===== src/rtl/ee_xact_pkg.sv =====
package ee_xact_pkg;
  typedef enum logic [2:0] {
    EV_START_WR = 3'd0,
    EV_START_RD = 3'd1,
    EV_STOP     = 3'd2,
    EV_RX_BYTE  = 3'd3,
    EV_TX_REQ   = 3'd4
  } ev_kind_e;

  typedef enum logic [2:0] {
    ST_IDLE,
    ST_RD_ADDR,
    ST_WA_HI,
    ST_WA_LO,
    ST_DATA0,
    ST_RD_DATA,
    ST_WR_DATA
  } xact_state_e;
endpackage


===== src/rtl/ee_id_gen.sv =====
module ee_id_gen #(
  parameter int HI_BITS  = 1,
  parameter int DEV_BITS = 2,
  parameter int DEV_NUM  = 1
) (
  output logic [6:0] slv_addr,
  output logic [6:0] slv_mask
);
  localparam int DEV_MASK = (1 << DEV_BITS) - 1;
  localparam int HI_MASK  = (1 << HI_BITS) - 1;
  localparam logic [6:0] ADDR_C = 7'(32'h50 | ((DEV_NUM & DEV_MASK) << HI_BITS));
  localparam logic [6:0] MASK_C = 7'(32'h7F & ~HI_MASK);

  assign slv_addr = ADDR_C;
  assign slv_mask = MASK_C;
endmodule


===== src/rtl/ee_addr_step.sv =====
module ee_addr_step #(
  parameter int AW         = 9,
  parameter int PAGE_BYTES = 16
) (
  input  logic [AW-1:0] cur,
  output logic [AW-1:0] page_next,
  output logic [AW-1:0] array_next
);
  localparam int OW = $clog2(PAGE_BYTES);

  assign array_next = cur + 1'b1;

  generate
    if (OW == 0) begin : g_single
      assign page_next = cur;
    end else if (OW >= AW) begin : g_whole
      assign page_next = cur + 1'b1;
    end else begin : g_page
      logic [OW-1:0] off_inc;
      assign off_inc   = cur[OW-1:0] + 1'b1;
      assign page_next = {cur[AW-1:OW], off_inc};
    end
  endgenerate
endmodule


===== src/rtl/ee_sram.sv =====
module ee_sram #(
  parameter int DEPTH = 512,
  parameter int AW    = 9
) (
  input  logic          clk,
  input  logic          we,
  input  logic [AW-1:0] waddr,
  input  logic [7:0]    wdata,
  input  logic          re,
  input  logic [AW-1:0] raddr,
  output logic [7:0]    rdata
);
  logic [7:0] mem [DEPTH];

  always_ff @(posedge clk) begin
    if (we) mem[waddr] <= wdata;
    if (re) rdata <= mem[raddr];
  end
endmodule


===== src/rtl/ee_xact_core.sv =====
module ee_xact_core #(
  parameter int MEM_BYTES  = 512,
  parameter int PAGE_BYTES = 16,
  parameter int HI_BITS    = 1,
  parameter bit ADDR16     = 1'b0,
  parameter int DEV_BITS   = 2,
  parameter int DEV_NUM    = 1
) (
  input  logic       clk,
  input  logic       rst_n,
  input  logic       wp,
  input  logic       ev_valid,
  output logic       ev_ready,
  input  logic [2:0] ev_kind,
  input  logic [7:0] ev_byte,
  output logic       rsp_valid,
  input  logic       rsp_ready,
  output logic [7:0] rsp_data,
  output logic       rsp_nack,
  output logic [6:0] slv_addr,
  output logic [6:0] slv_mask
);
  import ee_xact_pkg::*;

  localparam int AW       = $clog2(MEM_BYTES);
  localparam int HI_SHIFT = ADDR16 ? 16 : 8;
  localparam int HI_MASK  = (1 << HI_BITS) - 1;

  xact_state_e   st_q, st_d;
  logic [AW-1:0] addr_q, addr_d;
  logic [AW-1:0] page_next, array_next;
  logic [AW-1:0] hi_part, hi_byte, lo_byte;
  logic [2:0]    hi_sel;
  logic          acc, we, re, rsp_set, nack_d, from_ram_d;
  logic [7:0]    byte_d, ram_q;
  logic          rsp_valid_q, rsp_nack_q, from_ram_q;
  logic [7:0]    rsp_byte_q;

  ee_id_gen #(.HI_BITS(HI_BITS), .DEV_BITS(DEV_BITS), .DEV_NUM(DEV_NUM)) u_id (
    .slv_addr(slv_addr),
    .slv_mask(slv_mask)
  );

  ee_addr_step #(.AW(AW), .PAGE_BYTES(PAGE_BYTES)) u_step (
    .cur(addr_q),
    .page_next(page_next),
    .array_next(array_next)
  );

  ee_sram #(.DEPTH(MEM_BYTES), .AW(AW)) u_ram (
    .clk(clk),
    .we(we),
    .waddr(addr_q),
    .wdata(ev_byte),
    .re(re),
    .raddr(addr_q),
    .rdata(ram_q)
  );

  assign acc     = ev_valid && ev_ready;
  assign hi_sel  = ev_byte[2:0] & 3'(HI_MASK);
  assign hi_part = AW'(24'(hi_sel) << HI_SHIFT);
  assign hi_byte = AW'({8'b0, ev_byte, 8'b0});
  assign lo_byte = AW'({16'b0, ev_byte});

  always_comb begin
    st_d       = st_q;
    addr_d     = addr_q;
    we         = 1'b0;
    re         = 1'b0;
    rsp_set    = 1'b0;
    nack_d     = 1'b0;
    byte_d     = 8'h00;
    from_ram_d = 1'b0;
    if (acc) begin
      case (ev_kind)
        EV_START_WR: begin
          if (st_q == ST_IDLE) begin
            addr_d = hi_part;
            st_d   = ADDR16 ? ST_WA_HI : ST_WA_LO;
          end else begin
            st_d = ST_IDLE;
          end
        end
        EV_START_RD: begin
          case (st_q)
            ST_IDLE:  st_d = ST_RD_ADDR;
            ST_DATA0: st_d = ST_RD_DATA;
            default:  st_d = ST_IDLE;
          endcase
        end
        EV_STOP: st_d = ST_IDLE;
        EV_RX_BYTE: begin
          rsp_set = 1'b1;
          case (st_q)
            ST_WA_HI: begin
              addr_d = addr_q | hi_byte;
              st_d   = ST_WA_LO;
            end
            ST_WA_LO: begin
              addr_d = addr_q | lo_byte;
              st_d   = ST_DATA0;
            end
            ST_DATA0, ST_WR_DATA: begin
              we     = !wp;
              addr_d = page_next;
              st_d   = ST_WR_DATA;
            end
            default: begin
              nack_d = 1'b1;
              st_d   = ST_IDLE;
            end
          endcase
        end
        EV_TX_REQ: begin
          rsp_set = 1'b1;
          case (st_q)
            ST_RD_ADDR: begin
              byte_d = 8'(addr_q);
              st_d   = ST_IDLE;
            end
            ST_RD_DATA: begin
              re         = 1'b1;
              from_ram_d = 1'b1;
              addr_d     = array_next;
            end
            default: st_d = ST_IDLE;
          endcase
        end
        default: st_d = ST_IDLE;
      endcase
    end
  end

  always_ff @(posedge clk) begin
    if (!rst_n) begin
      st_q        <= ST_IDLE;
      addr_q      <= '0;
      rsp_valid_q <= 1'b0;
      rsp_nack_q  <= 1'b0;
      rsp_byte_q  <= 8'h00;
      from_ram_q  <= 1'b0;
    end else begin
      st_q   <= st_d;
      addr_q <= addr_d;
      if (rsp_set) begin
        rsp_valid_q <= 1'b1;
        rsp_nack_q  <= nack_d;
        rsp_byte_q  <= byte_d;
        from_ram_q  <= from_ram_d;
      end else if (rsp_ready) begin
        rsp_valid_q <= 1'b0;
      end
    end
  end

  assign ev_ready  = !rsp_valid_q;
  assign rsp_valid = rsp_valid_q;
  assign rsp_nack  = rsp_nack_q;
  assign rsp_data  = from_ram_q ? ram_q : rsp_byte_q;
endmodule


===== config.mk =====
export PLATFORM = sky130hd
export DESIGN_NAME = ee_xact_core
export DESIGN_NICKNAME = d
export VERILOG_FILES = /design/src/rtl/ee_xact_pkg.sv /design/src/rtl/ee_id_gen.sv /design/src/rtl/ee_addr_step.sv /design/src/rtl/ee_sram.sv /design/src/rtl/ee_xact_core.sv
export SDC_FILE = /design/constraint.sdc
export NUM_CORES = 2
export LEC_CHECK = 0
export ABC_AREA = 1
export BUFFER_PORTS_ARGS = -buffer_cell sky130_fd_sc_hd__buf_4
export CAP_MARGIN = 10
export CORE_MARGIN = 1.5
export CORE_UTILIZATION = 44
export DETAILED_ROUTE_END_ITERATION = 10
export PLACE_DENSITY = 0.66
export SLEW_MARGIN = 10
export SYNTH_ARGS = -nofsm -noshare
export SYNTH_HDL_FRONTEND = slang
export SYNTH_HIERARCHICAL = 1
export SYNTH_SLANG_ARGS = --single-unit

===== constraint.sdc =====
create_clock -name clk -period 6.31 [get_ports clk]
set_input_delay 0.3155 -clock clk [delete_from_list [all_inputs] [get_ports clk]]
set_output_delay 0.3155 -clock clk [all_outputs]
set_load 0.02 [all_outputs]

==> impl_metrics.tcl <==
set metrics [dict create \
    run_status "finished clean" \
    drc_errors 0 \
    antenna_found_initial 8 \
    clock_latency_ns 0.94 \
    io_buffers 26 \
    start_util_pct 44.1 \
    max_slew_margin_pct 15.3 \
    fillers 32848 \
    root_buffer "clkbuf_16" \
    period_share_pct 78.3 \
    ios 41 \
    min_path_cells 4 \
    post-route-min-period_ns 4.94 \
    worst_setup_path_end_kind "register" \
    vias 109709 \
    htreeDepth 5 \
    whs_ns 0.235 \
    dr.max_layer_used "met4" \
    synth_area_um2 169000 \
    postCtsResizedCells 0 \
    wl_met2_mm 210 \
    ir_drop_mv 0.246 \
    arrival_ns 5.50 \
    hold_viol_final 0 \
    grt_pass1_wl_mm 665 \
    worst-r2r-cell-count 9 \
    synth_seq_cells 4127 \
    drtPass1Iterations 6 \
    fin_setup_tns_ns 0 \
    path_class "reg -> reg" \
    placementRows 227 \
    p_leak_uw 0.0628 \
    power_density_nw_per_um2 312 \
    max-cap-violations 0 \
    post_cts_buffers 0 \
    syn_inst 14191 \
    viasPerCell 5.71 \
    die_w_um 622 \
    syn_to_final_growth_pct 9.72 \
    clkTransAtPathRegs_ns 0.06 \
    avgSynthCellArea_um2 11.9 \
    grt-ovfl-total 0 \
    critPathMaxFanout 20 \
    finalSetupViolCount 0 \
    fin_ws_ns 1.37 \
    track_usage_pct 22.6 \
    final_nets 13845 \
    grt_pass1_vias 103630 \
    final_core_util_pct 48.4 \
    ant_nets 0 \
    dp_slack_ns 1.37 \
    die_area_um2 387000 \
    wl_met3_mm 43.5 \
    clock.fmax_mhz 202 \
    grt_setup_unrepaired "false" \
    core-area_um2 382000 \
    yosysWarningCount 6 \
    dp_hpwl_mm 248 \
    maxSlewViolCount 0 \
    cts_tree "built" \
    cts_buffers 406 \
    grt_max_degree 238 \
    synth.distinct_cells 29 \
    drt-total-wl_mm 451 \
    drive_gt1_share_pct 5.86 \
    drtIter0Drc 14355 \
    clock-sinks 4127 \
    clockBufferDepth 4 \
    hold_buffers 17 \
    ys_seq_area_share_pct 73.4 \
    worst_pin_slew_ns 1.27 \
    report.power.total_uw 57800 \
    finClkSkew_ns 0.0545 \
    gp_congestion 0.870 \
    wl_per_cell_um 23.5 \
    die_y_um 622 \
    met1_length_mm 179 \
    startpoint_type "register" \
    hp-class "in -> reg" \
    required_ns 6.87 \
]
## kinds of logic (layout without fill, tap and decap cells)
group	after synthesis	in the layout	share of synthesized area [%]
AND/OR/NAND/NOR	8944	8944	23.0
buffers and inverters	1077	1029	3.48
flip-flops	4127	4127	73.4
AO/OA/AOI/OAI	29	29	0.0861
XOR/XNOR	3	3	0.0156
adder cells (fa/ha/maj)	1	1	0.00742
other	2	20	0.00445
multiplexers	8	8	0.0534
## registers in the layout (all words and copies together), names as in the netlist
register     flops
u_ram/mem     4096
addr_q           9
rsp_byte_q       8
u_ram/rdata      8
st_q             3
from_ram_q       1
rsp_nack         1
rsp_valid        1
## cell usage after synthesis
cell      instances  area, um2
nand3_1        4109      20600
buf_6            72        811
o21ai_1           2       10.0
o21ai_0           4       20.0
clkbuf_1        186        698
buf_8             4       60.1
buf_12            1       20.0
nor2_4            2       22.5
dfxtp_1          23        460
nor3_1           13       65.1
nand2_1        4247      15900
mux2_2            8       90.1
a21oi_1          23        115
or2_2             4       25.0
xor2_1            2       17.5
conb_1            2       7.51
buf_4           149       1120
buf_1            82        308
edfxtp_1       4104     123000
nand4_1           2       12.5
nor2_2            5       31.3
xnor2_1           1       8.76
nor2_1          561       2110
buf_2           521       2610
nor3_2            1       10.0
inv_1            57        214
ha_1              1       12.5
inv_2             3       11.3
inv_4             2       12.5
## routing by layer
layer  track usage [%]  vias to the layer above
met2              35.8                     5565
met1              31.1                    53577
met5                 0                        -
li1                  -                    49676
met3              3.82                      891
met4              9.21                        0
## cells in the final DEF, fill, tap and decap left out, types with 16 or more instances in the layout
cell and n:
dfxtp_1 16, nand3_1 4109, dlygate4sd3_1 17, clkinv_1 91, clkbuf_16 413, a21oi_1 23
clkbuf_1 81, buf_12 52, edfxtp_1 4104, buf_4 155, bufinv_16 41, inv_1 55
clkinv_2 78, nand2_1 4232, nor2_1 559
## power breakdown
part,leakage [uW],switching [uW],internal (uW)
Clock,0.00632,10100,13700
Combinational,0.0194,2900,865
Sequential,0.0371,47.6,30100
Total,0.0628,13100,44700
## final timing paths
check / from / endpoint / slack [ns]
worst min-delay path: rst_n / addr_q[2] / 0.23
worst max register to register: st_q[2] / u_ram/mem[37][5] / 1.37
worst max-delay path: st_q[2] / u_ram/mem[37][5] / 1.37
worst min register to register: rsp_byte_q[0] / rsp_byte_q[0] / 0.46
## critical path: stages (launching register included)
cell and delay, ns:
dfxtp_1 0.40, inv_1 0.15, nor2_2 0.32, nand2_1 0.16
nor3_1 0.67, inv_1 0.20, nor3_1 0.88, nand2_4 0.53
buf_4 0.56, nor2_1 0.65
## metrics by stage
step           cells  instance area (um2)
6_report       19199               185000
5_1_grt        19195               185000
4_1_cts        19193               185000
3_5_place_dp   18441               172000
3_3_place_gp   18441               172000
2_1_floorplan  14203               169000
## area by class of cell
type	instances	area (um2)	share of cell area (%)
sequential	4127	124000	66.9
multi-input combinational	8999	39200	21.2
clock buffer	495	10700	5.76
tap	5038	6300	3.41
timing repair buffer	232	2490	1.35
clock inverter	240	2310	1.25
inverter	62	289	0.156
antenna	6	15.0	0.00812
Power figures use the tool's default switching activity.
